===== src/rtl/rf_pkg.sv =====
package rf_pkg;
  // Source chosen for a register entry or a read result in one cycle.
  typedef enum logic [1:0] {
    SRC_HOLD = 2'd0,
    SRC_EXEC = 2'd1,
    SRC_MEM  = 2'd2
  } rf_src_e;
endpackage


===== src/rtl/rf_src_sel.sv =====
module rf_src_sel
  import rf_pkg::*;
#(
  parameter int IDX_W = 4
) (
  input  logic [IDX_W-1:0] tgt_idx,
  input  logic             e_wen,
  input  logic [IDX_W-1:0] e_widx,
  input  logic             m_wen,
  input  logic [IDX_W-1:0] m_widx,
  output rf_src_e          src
);
  logic e_hit;
  logic m_hit;

  assign e_hit = e_wen && (e_widx == tgt_idx);
  assign m_hit = m_wen && (m_widx == tgt_idx);

  // The memory-result port outranks the execute-result port.
  always_comb begin
    if (m_hit)      src = SRC_MEM;
    else if (e_hit) src = SRC_EXEC;
    else            src = SRC_HOLD;
  end
endmodule


===== src/rtl/rf_storage.sv =====
module rf_storage
  import rf_pkg::*;
#(
  parameter int NUM_REGS = 16,
  parameter int DATA_W   = 32,
  parameter int IDX_W    = $clog2(NUM_REGS)
) (
  input  logic              clk,
  input  logic              rst_n,
  input  logic              e_wen,
  input  logic [IDX_W-1:0]  e_widx,
  input  logic [DATA_W-1:0] e_wdata,
  input  logic              m_wen,
  input  logic [IDX_W-1:0]  m_widx,
  input  logic [DATA_W-1:0] m_wdata,
  output logic [DATA_W-1:0] regs_q [NUM_REGS]
);
  for (genvar g = 0; g < NUM_REGS; g++) begin : g_entry
    localparam logic [IDX_W-1:0] ENTRY_IDX = IDX_W'(g);

    rf_src_e           sel;
    logic              ld_en;
    logic [DATA_W-1:0] d_next;

    rf_src_sel #(.IDX_W(IDX_W)) u_sel (
      .tgt_idx (ENTRY_IDX),
      .e_wen   (e_wen),
      .e_widx  (e_widx),
      .m_wen   (m_wen),
      .m_widx  (m_widx),
      .src     (sel)
    );

    always_comb begin
      ld_en  = 1'b0;
      d_next = regs_q[g];
      unique case (sel)
        SRC_MEM:  begin ld_en = 1'b1; d_next = m_wdata; end
        SRC_EXEC: begin ld_en = 1'b1; d_next = e_wdata; end
        default:  begin ld_en = 1'b0; d_next = regs_q[g]; end
      endcase
    end

    always_ff @(posedge clk or negedge rst_n) begin
      if (!rst_n)     regs_q[g] <= '0;
      else if (ld_en) regs_q[g] <= d_next;
    end
  end
endmodule


===== src/rtl/rf_read_port.sv =====
module rf_read_port
  import rf_pkg::*;
#(
  parameter int NUM_REGS = 16,
  parameter int DATA_W   = 32,
  parameter int IDX_W    = $clog2(NUM_REGS)
) (
  input  logic [IDX_W-1:0]  ridx,
  input  logic [DATA_W-1:0] regs_q [NUM_REGS],
  input  logic              e_wen,
  input  logic [IDX_W-1:0]  e_widx,
  input  logic [DATA_W-1:0] e_wdata,
  input  logic              m_wen,
  input  logic [IDX_W-1:0]  m_widx,
  input  logic [DATA_W-1:0] m_wdata,
  output logic [DATA_W-1:0] rdata
);
  rf_src_e sel;

  rf_src_sel #(.IDX_W(IDX_W)) u_sel (
    .tgt_idx (ridx),
    .e_wen   (e_wen),
    .e_widx  (e_widx),
    .m_wen   (m_wen),
    .m_widx  (m_widx),
    .src     (sel)
  );

  // Write-through bypass, with the same priority as the storage update.
  always_comb begin
    unique case (sel)
      SRC_MEM:  rdata = m_wdata;
      SRC_EXEC: rdata = e_wdata;
      default:  rdata = regs_q[ridx];
    endcase
  end
endmodule


===== src/rtl/regfile_2w2r.sv =====
module regfile_2w2r #(
  parameter int NUM_REGS = 16,
  parameter int DATA_W   = 32,
  parameter int IDX_W    = $clog2(NUM_REGS)
) (
  input  logic              clk,
  input  logic              rst_n,
  input  logic              e_wen,
  input  logic [IDX_W-1:0]  e_widx,
  input  logic [DATA_W-1:0] e_wdata,
  input  logic              m_wen,
  input  logic [IDX_W-1:0]  m_widx,
  input  logic [DATA_W-1:0] m_wdata,
  input  logic [IDX_W-1:0]  a_ridx,
  output logic [DATA_W-1:0] a_rdata,
  input  logic [IDX_W-1:0]  b_ridx,
  output logic [DATA_W-1:0] b_rdata
);
  localparam int NUM_RD = 2;

  logic [DATA_W-1:0] regs_q [NUM_REGS];
  logic [IDX_W-1:0]  rd_idx  [NUM_RD];
  logic [DATA_W-1:0] rd_data [NUM_RD];

  assign rd_idx[0] = a_ridx;
  assign rd_idx[1] = b_ridx;
  assign a_rdata   = rd_data[0];
  assign b_rdata   = rd_data[1];

  rf_storage #(.NUM_REGS(NUM_REGS), .DATA_W(DATA_W), .IDX_W(IDX_W)) u_store (
    .clk     (clk),
    .rst_n   (rst_n),
    .e_wen   (e_wen),
    .e_widx  (e_widx),
    .e_wdata (e_wdata),
    .m_wen   (m_wen),
    .m_widx  (m_widx),
    .m_wdata (m_wdata),
    .regs_q  (regs_q)
  );

  for (genvar p = 0; p < NUM_RD; p++) begin : g_rd
    rf_read_port #(.NUM_REGS(NUM_REGS), .DATA_W(DATA_W), .IDX_W(IDX_W)) u_rd (
      .ridx    (rd_idx[p]),
      .regs_q  (regs_q),
      .e_wen   (e_wen),
      .e_widx  (e_widx),
      .e_wdata (e_wdata),
      .m_wen   (m_wen),
      .m_widx  (m_widx),
      .m_wdata (m_wdata),
      .rdata   (rd_data[p])
    );
  end
endmodule


===== config.mk =====
export PLATFORM = sky130hd
export DESIGN_NAME = regfile_2w2r
export DESIGN_NICKNAME = d
export VERILOG_FILES = /design/src/rtl/rf_pkg.sv /design/src/rtl/rf_src_sel.sv /design/src/rtl/rf_storage.sv /design/src/rtl/rf_read_port.sv /design/src/rtl/regfile_2w2r.sv
export SDC_FILE = /design/constraint.sdc
export NUM_CORES = 1
export LEC_CHECK = 0
export ABC_AREA = 1
export BUFFER_PORTS_ARGS = -buffer_cell sky130_fd_sc_hd__buf_2
export CORE_MARGIN = 2
export CORE_UTILIZATION = 25
export DETAILED_ROUTE_END_ITERATION = 10
export PLACE_DENSITY_LB_ADDON = 0.15
export SLEW_MARGIN = 15
export SYNTH_ARGS = -nofsm -noshare
export SYNTH_HDL_FRONTEND = slang
export SYNTH_SLANG_ARGS = --single-unit

===== constraint.sdc =====
create_clock -name clk -period 1.82 [get_ports clk]
set_input_delay 0.091 -clock clk [delete_from_list [all_inputs] [get_ports clk]]
set_output_delay 0.091 -clock clk [all_outputs]
set_load 0.02 [all_outputs]

==> results of run 1 <==
[cell type report]
type,count,area [µm²]
clock buffer,101,2110
fill,15100,91500
inverter,640,2450
timing repair buffer,744,7860
antenna,5,12.5
multi-input combinational,4109,21700
tap,1890,2360
sequential,512,12800
clock inverter,25,277
[power breakdown]
group / internal [mW] / total [mW] / switching [mW] / leakage, nW
Clock: 8.79 / 14.9 / 6.09 / 1.18
Combinational: 6.18 / 16.1 / 9.94 / 16.4
Sequential: 14.1 / 15.6 / 1.48 / 6.37
Total: 29.1 / 46.6 / 17.5 / 24.0
[stage by stage]
step                utilization  cells  total power [mW]
floorplan                     -   5755              23.2
global placement          0.298   7708              28.3
detailed placement        0.298   7708              28.4
CTS                       0.335   7955              44.9
global route              0.351   8024              48.9
finish                    0.351   8026              46.6
[kinds of logic (layout without fill, tap and decap cells)]
family                 after synthesis  count (layout)  synth area share
AND/OR/NAND/NOR                   3899            3899             0.466
buffers and inverters             1134            1510             0.122
flip-flops                         512             512             0.362
AO/OA/AOI/OAI                      210             210            0.0500
other                                0               5                 0
[cells in the final DEF, fill, tap and decap left out, types with 4 or more instances in the layout]
master and instances:
inv_2 381, nand2_2 168, a31oi_4 5, clkbuf_1 12, nand2_8 4, buf_12 157
nor2_1 9, clkbuf_8 14, nand2_1 2288, nand2_4 33, nand3_4 19, inv_1 252
buf_8 4, bufinv_16 5, diode_2 5, nor2_4 22, nand3_2 411, nand3_1 866
o221ai_1 180, nand4_1 65, dfrtp_1 512, nor3_4 5, buf_4 350, dlygate4sd3_1 92
buf_6 65, buf_2 76, a21oi_4 6, clkbuf_16 75, clkinv_2 15, o211ai_1 14
[critical path, stage by stage (launching register included)]
cell and delay (ps):
dfrtp_1 370, inv_2 130, nand2_2 70, nand3_2 60, nand3_2 100, nand3_4 110
nand2_4 100, nand2_2 90, nand2_2 60, buf_6 130
[metal layers]
layer,vias to the layer above,GRT usage
li1,19000,-
met2,2375,0.437
met4,16,0.112
met5,-,0
met1,20900,0.402
met3,495,0.0647
[repair_timing]
action,4_1_cts,5_1_grt
hold endpoints to repair,928,0
hold buffers,93,0
setup buffers,30,66
cloned,0,0
setup endpoints to repair,64,64
resized for setup,575,611
pin swaps,263,293
[final timing paths]
kind | endpoint | depth (start not counted)
worst min-delay path | u_store.regs_q[39] | 4
max in group asynchronous | u_store.regs_q[24] | 4
worst max register to register | u_store.regs_q[184] | 4
min in group asynchronous | u_store.regs_q[423] | 3
worst min register to register | u_store.regs_q[423] | 2
worst max-delay path | b_rdata[5] | 9
==> impl_results.md, run 1 <==
* Status: complete, but fails checks
* Failing checks: setup timing
* Fmax at approximately 500 MHz
* Flip-flop count of the largest register after layout at about 500
* Sink Count at slightly above 500
* Most flop-heavy register: u_store.regs_q
* Max clock buf depth at 3
* Core Area at 141,000 µm²
* Largest net degree at the start of global routing at between 50 and 60
* Tcrit/Tclk final at 1.09
* Total Routing Usage GR at 0.290
* Vias at 42,800
* Yosys warning count at 0
* Async set or reset register ratio after synthesis at 1.00
* Mapped Area at roughly 35,000 µm²
* CP required at 1730 ps
* Vias per Instance at 5.33
* Top-count cell post-synth: nand2_1
* RSZ-0062 raised after global routing: true
* Synth Net Count at 5,839
* Initial antenna violation count at 17
* Biggest regs: u_store.regs_q x512
* #FFs+latches synth at slightly above 500
* Slew margin rel. at 0.578
* Endpoints failing setup at between 60 and 70
* Most frequent cells after synthesis: nand2_1, nand3_1, inv_1
* H-tree levels at 3
* Critical path arrival at 1900 ps
* Post-Route Skew at 0 ps
* Worst min-delay path startpoint: e_wdata[7]
* Crit path launch type: flip-flop
* Static Leakage at 24.0 nW
* Min Tclk post-route at 1990 ps
* DRT Pass-1 Iters at 6
* Hpwl dp at between 100,000 and 150,000 µm
* Critical path origin: u_store.regs_q[389]
* Design Area, Final at between 40,000 and 50,000 µm²
* Final GP Congestion at 0.952
* Final Hold Viols at 0
* Cell taking the most area after synthesis: dfrtp_1
* Met2 routed WL at 92,800 µm
* Die height at approximately 380 µm
* Detail Route Antenna Nets at 0
* Setup TNS at -5620 ps
* Seq/Total Area, Yosys at 0.362
* Latest clock arrival within the worst-skew pair at between 600 and 700 ps
* Slew @ Worst Pin at roughly 630 ps
* Syn_area_per_cell at ~6 µm²
* Final WL at approximately 220,000 µm
* Cell Rows at approximately 140
* Clk slew on worst S/H paths at roughly 70 ps
* MaxCap Viol Count at 0
* Met3 WL post-DR at 20,800 µm
* Ys flop type: dfrtp_1
* Pins Over Slew Limit at 0
* # port buffers at ~150
* Vias in the first global route at a little over 40,000
* Layout Nets at 6,162
* Cell Pwr Density at 940 nW/µm²
* Pre-CTS setup slack at -134 ps
* Synth top area share at 0.362
* Mapped Cells at around 5,800
* Min Hold Slack at between 30 and 40 ps
* VDD IR max at between 600 and 700 µV
* CP Max Fanout at 3
* Wirelength per Cell at 26.9 µm
* Layout Area Growth over Synthesis at 40.0%
* Worst reg-to-reg setup slack at 500 ps
* Die area at roughly 140,000 µm²
* Number of synthesized flops with an enable pin at 0
* Top routing layer in use: met5
* Setup ws final at -169 ps
* WS Path Type: flip-flop to output pin
* Distinct cells, synth at 22
* First-pass GRT wire length at slightly above 300,000 µm
* Root buf cell: clkbuf_16
* Detailed Route Iter0 Violations at roughly 5,200
* Starting Density at 0.251
* Hold Path Class: primary input to flip-flop
* Area contributors post-synth: dfrtp_1, nand2_1, nand3_1, inv_1, o221ai_1
* Drt drc at 0
* Met1 wire length at 93,300 µm
* GRT overflow at 0
* CP endpoint kind: output pin
* IO Count at 148
* Placed Instance Area at about 42,000 µm²
* Reg-to-reg startpoint: u_store.regs_q[184]
* CTS tree: done
* Cts bufs inserted at roughly 70
* Share of cells above drive strength 1 at 0.299
* Die Span X at approximately 380 µm
Power figures use the tool's default switching activity.
==> inputs of run 2 (changes only) <==
Settings changed: ABC_AREA 1 to not set, BUFFER_PORTS_ARGS -buffer_cell sky130_fd_sc_hd__buf_2 to -buffer_cell sky130_fd_sc_hd__buf_4, MAX_ROUTING_LAYER set to met4.
==> run 2 against run 1 <==
Net effect:
- the flow still finishes with violations (setup timing)
- routed wire length down 33%
- critical path depth down 4
- core utilization down 2.3 points
- critical path type unchanged
- critical endpoint is now a_rdata[31]
- largest power group is now sequential cells
- highest routed layer is now met4
==> impl_results.md, run 2 <==
* Met2 routed WL at 66,200 µm (was 92,800 µm)
* Share of cells above drive strength 1 at 0.281 (was 0.299)
* Placed Instance Area at 38,200 µm² (was 42,100 µm²)
* Max clock buf depth at 3 (unchanged)
* Starting Density at 0.252 (was 0.251)
* Most frequent cells after synthesis: dfrtp_1, mux2i_1, nor2_1 (was nand2_1, nand3_1, inv_1)
* Die height at 365 µm (was 380 µm)
* Detail Route Antenna Nets at 0 (unchanged)
* Async set or reset register ratio after synthesis at 1.00 (unchanged)
* Detailed Route Iter0 Violations at 2,460 (was 5,191)
* Initial antenna violation count at 8 (was 17)
* Min Tclk post-route at 2550 ps (was 1990 ps)
* Final GP Congestion at 0.816 (was 0.952)
* Slew margin rel. at 0.215 (was 0.578)
* WS Path Type: flip-flop to output pin (unchanged)
* CP required at 1730 ps (about the same)
* Hold Path Class: primary input to asynchronous set/reset pin (was primary input to flip-flop)
* Met3 WL post-DR at 8020 µm (was 20,800 µm)
* Layout Area Growth over Synthesis at 30.1% (was 40.0%)
* Failing checks: setup timing (unchanged)
* Fillcell total at 13,000 (was 15,100)
* Die Span X at 365 µm (was 380 µm)
* FF-to-FF path depth at 4 (unchanged)
* CP Max Fanout at 3 (unchanged)
* Vias per Instance at 5.17 (was 5.33)
* Mapped Area at 32,700 µm² (was 35,400 µm²)
* Top routing layer in use: met4 (was met5)
* Cell Pwr Density at 1030 nW/µm² (was 940 nW/µm²)
* Slew @ Worst Pin at 1170 ps (was 634 ps)
* IO Count at 148 (unchanged)
* Biggest regs: u_store.regs_q x512 (unchanged)
* Post-Route Skew at 0 ps (unchanged)
* #FFs+latches synth at 512 (unchanged)
* Status: complete, but fails checks (unchanged)
* Total Routing Usage GR at 0.224 (was 0.290)
* Final Hold Viols at 0 (unchanged)
* Cell Rows at 132 (was 138)
* Latest clock arrival within the worst-skew pair at 630 ps (was 680 ps)
* GRT overflow at 0 (unchanged)
* Critical path arrival at 2460 ps (was 1900 ps)
* Cell taking the most area after synthesis: dfrtp_1 (unchanged)
* Final WL at 145,000 µm (was 216,000 µm)
* Flip-flop count of the largest register after layout at 512 (unchanged)
* Drt drc at 0 (unchanged)
* Synth Net Count at 3,222 (was 5,839)
* Endpoints failing setup at 64 (was 65)
* Layout Cells excl Fill at 5,143 (was 8,026)
* Ys flop type: dfrtp_1 (unchanged)
* Pins Over Slew Limit at 0 (unchanged)
* Most flop-heavy register: u_store.regs_q (unchanged)
* DP Cell Count at 4,892 (was 7,708)
* Static Leakage at 17.5 nW (was 24.0 nW)
* Fmax at 392 MHz (was 503 MHz)
* Commonest cells after routing, fill and taps aside: mux2i_1, dfrtp_1, nor2_1 (was nand2_1, nand3_1, dfrtp_1)
* Syn_area_per_cell at 10.4 µm² (was 6.15 µm²)
* VDD IR max at 522 µV (was 667 µV)
* CP endpoint kind: output pin (unchanged)
* Wirelength per Cell at 28.3 µm (was 26.9 µm)
* Sink Count at 512 (unchanged)
* Hpwl dp at 94,100 µm (was 143,000 µm)
* Design Area, Final at 42,500 µm² (was 49,600 µm²)
* Seq/Total Area, Yosys at 0.392 (was 0.362)
* Multi-input gate area at 18,900 µm² (was 21,700 µm²)
* Setup TNS at -35,550 ps (was -5620 ps)
* Largest net degree at the start of global routing at 68 (was 58)
* DRT Pass-1 Iters at 5 (was 6)
* Crit path launch type: flip-flop (unchanged)
* Yosys warning count at 0 (unchanged)
* Vias in the first global route at 26,000 (was 40,300)
* RSZ-0062 raised after global routing: true (unchanged)
* Tcrit/Tclk final at 1.40 (was 1.09)
* Power Total at 43.8 mW (was 46.6 mW)
* H-tree levels at 3 (unchanged)
* First-pass GRT wire length at 208,000 µm (was 306,000 µm)
* Core Area at 130,000 µm² (was 141,000 µm²)
* Clk slew on worst S/H paths at 60 ps (was 70 ps)
* Setup ws final at -729 ps (was -169 ps)
* CTS tree: done (unchanged)
* Vias at 26,600 (was 42,800)
* Synth top area share at 0.392 (was 0.362)
* Area contributors post-synth: dfrtp_1, mux4_2, mux2i_1, a21oi_1, nor2_1 (was dfrtp_1, nand2_1, nand3_1, inv_1, o221ai_1)
* Layout Utilization at 0.328 (was 0.351)
* Die area at 134,000 µm² (was 145,000 µm²)
* Cts bufs inserted at 71 (unchanged)
* Distinct cells, synth at 36 (was 22)
* Met1 wire length at 68,900 µm (was 93,300 µm)
* Reg area at 12,800 µm² (unchanged)
* Number of synthesized flops with an enable pin at 0 (unchanged)
* # port buffers at 147 (unchanged)
* MaxCap Viol Count at 0 (unchanged)
* Root buf cell: clkbuf_16 (unchanged)
* Mapped Cells at 3,138 (was 5,755)
* Layout Nets at 3,431 (was 6,162)
run 2: cell types whose count changed in the layout (fill, tap and decap cells not counted), sizes merged, moves of 180 or more:
cell,previous run,this run
o21ai,3,193
mux2i,0,512
buf,652,434
nor2,33,399
nand2,2493,266
a21oi,8,320
nand3,1296,8
mux4,0,256
o221ai,180,0
inv,641,37
run 2: power by group:
group	total (mW)	internal, mW	switching, mW
Combinational	13.0	7.23	5.79
Clock	14.0	8.38	5.64
Sequential	16.8	14.3	2.42
run 2: final cells by class:
type                    count  area share
clock buffers             106      0.0487
clock inverters            13     0.00424
inverters                  37     0.00327
flip-flops and latches    512       0.301
well taps                1742      0.0513
repair buffers            531       0.147
multi-input cells        2194       0.443
diodes                      8    0.000471
run 2: cell families after synthesis:
logic type | after synthesis | share of synthesized area
buf+inv | 432 | 0.0575
flops | 512 | 0.392
compound gates | 709 | 0.129
simple gates | 704 | 0.0849
xor+xnor | 13 | 0.00349
mux | 768 | 0.333
run 2: worst paths after layout:
check                           slack, ps           startpoint                  end
worst max register to register        410  u_store.regs_q[382]  u_store.regs_q[382]
max in group asynchronous            1140                rst_n  u_store.regs_q[182]
min in group clk                      150            m_widx[0]   u_store.regs_q[11]
worst max-delay path                 -730  u_store.regs_q[319]          a_rdata[31]
worst min-delay path                  150                rst_n   u_store.regs_q[86]
worst min register to register        600  u_store.regs_q[380]  u_store.regs_q[380]
run 2: metal layers:
metal  GRT usage  up-vias
met1       0.317    13700
met2       0.341      844
li1            -    11900
met3      0.0315      145
met4      0.0431        0
met5           -        -
run 2: what timing repair did:
item                                   4_1_cts  5_1_grt
setup buffers                               12       14
cloned                                       0        0
endpoints found under the hold margin     1003        0
setup endpoints to repair                   64       64
pin swaps                                  125       29
hold buffers                                98        0
gates resized for setup                    159       32
run 2: through the flow:
stage / setup WS, ps / hold WS (ps)
6_report: -729 / 152
5_1_grt: -769 / 160
4_1_cts: -744 / 109
3_5_place_dp: -495 / 15.2
3_3_place_gp: -516 / 12.2
2_1_floorplan: -23.1 / -205
run 2: worst max-delay path: stages, from the launching register on:
cell	delay, ps
dfrtp_1	420
mux4_2	490
a22oi_2	200
nand2_1	120
a221o_1	430
buf_6	170
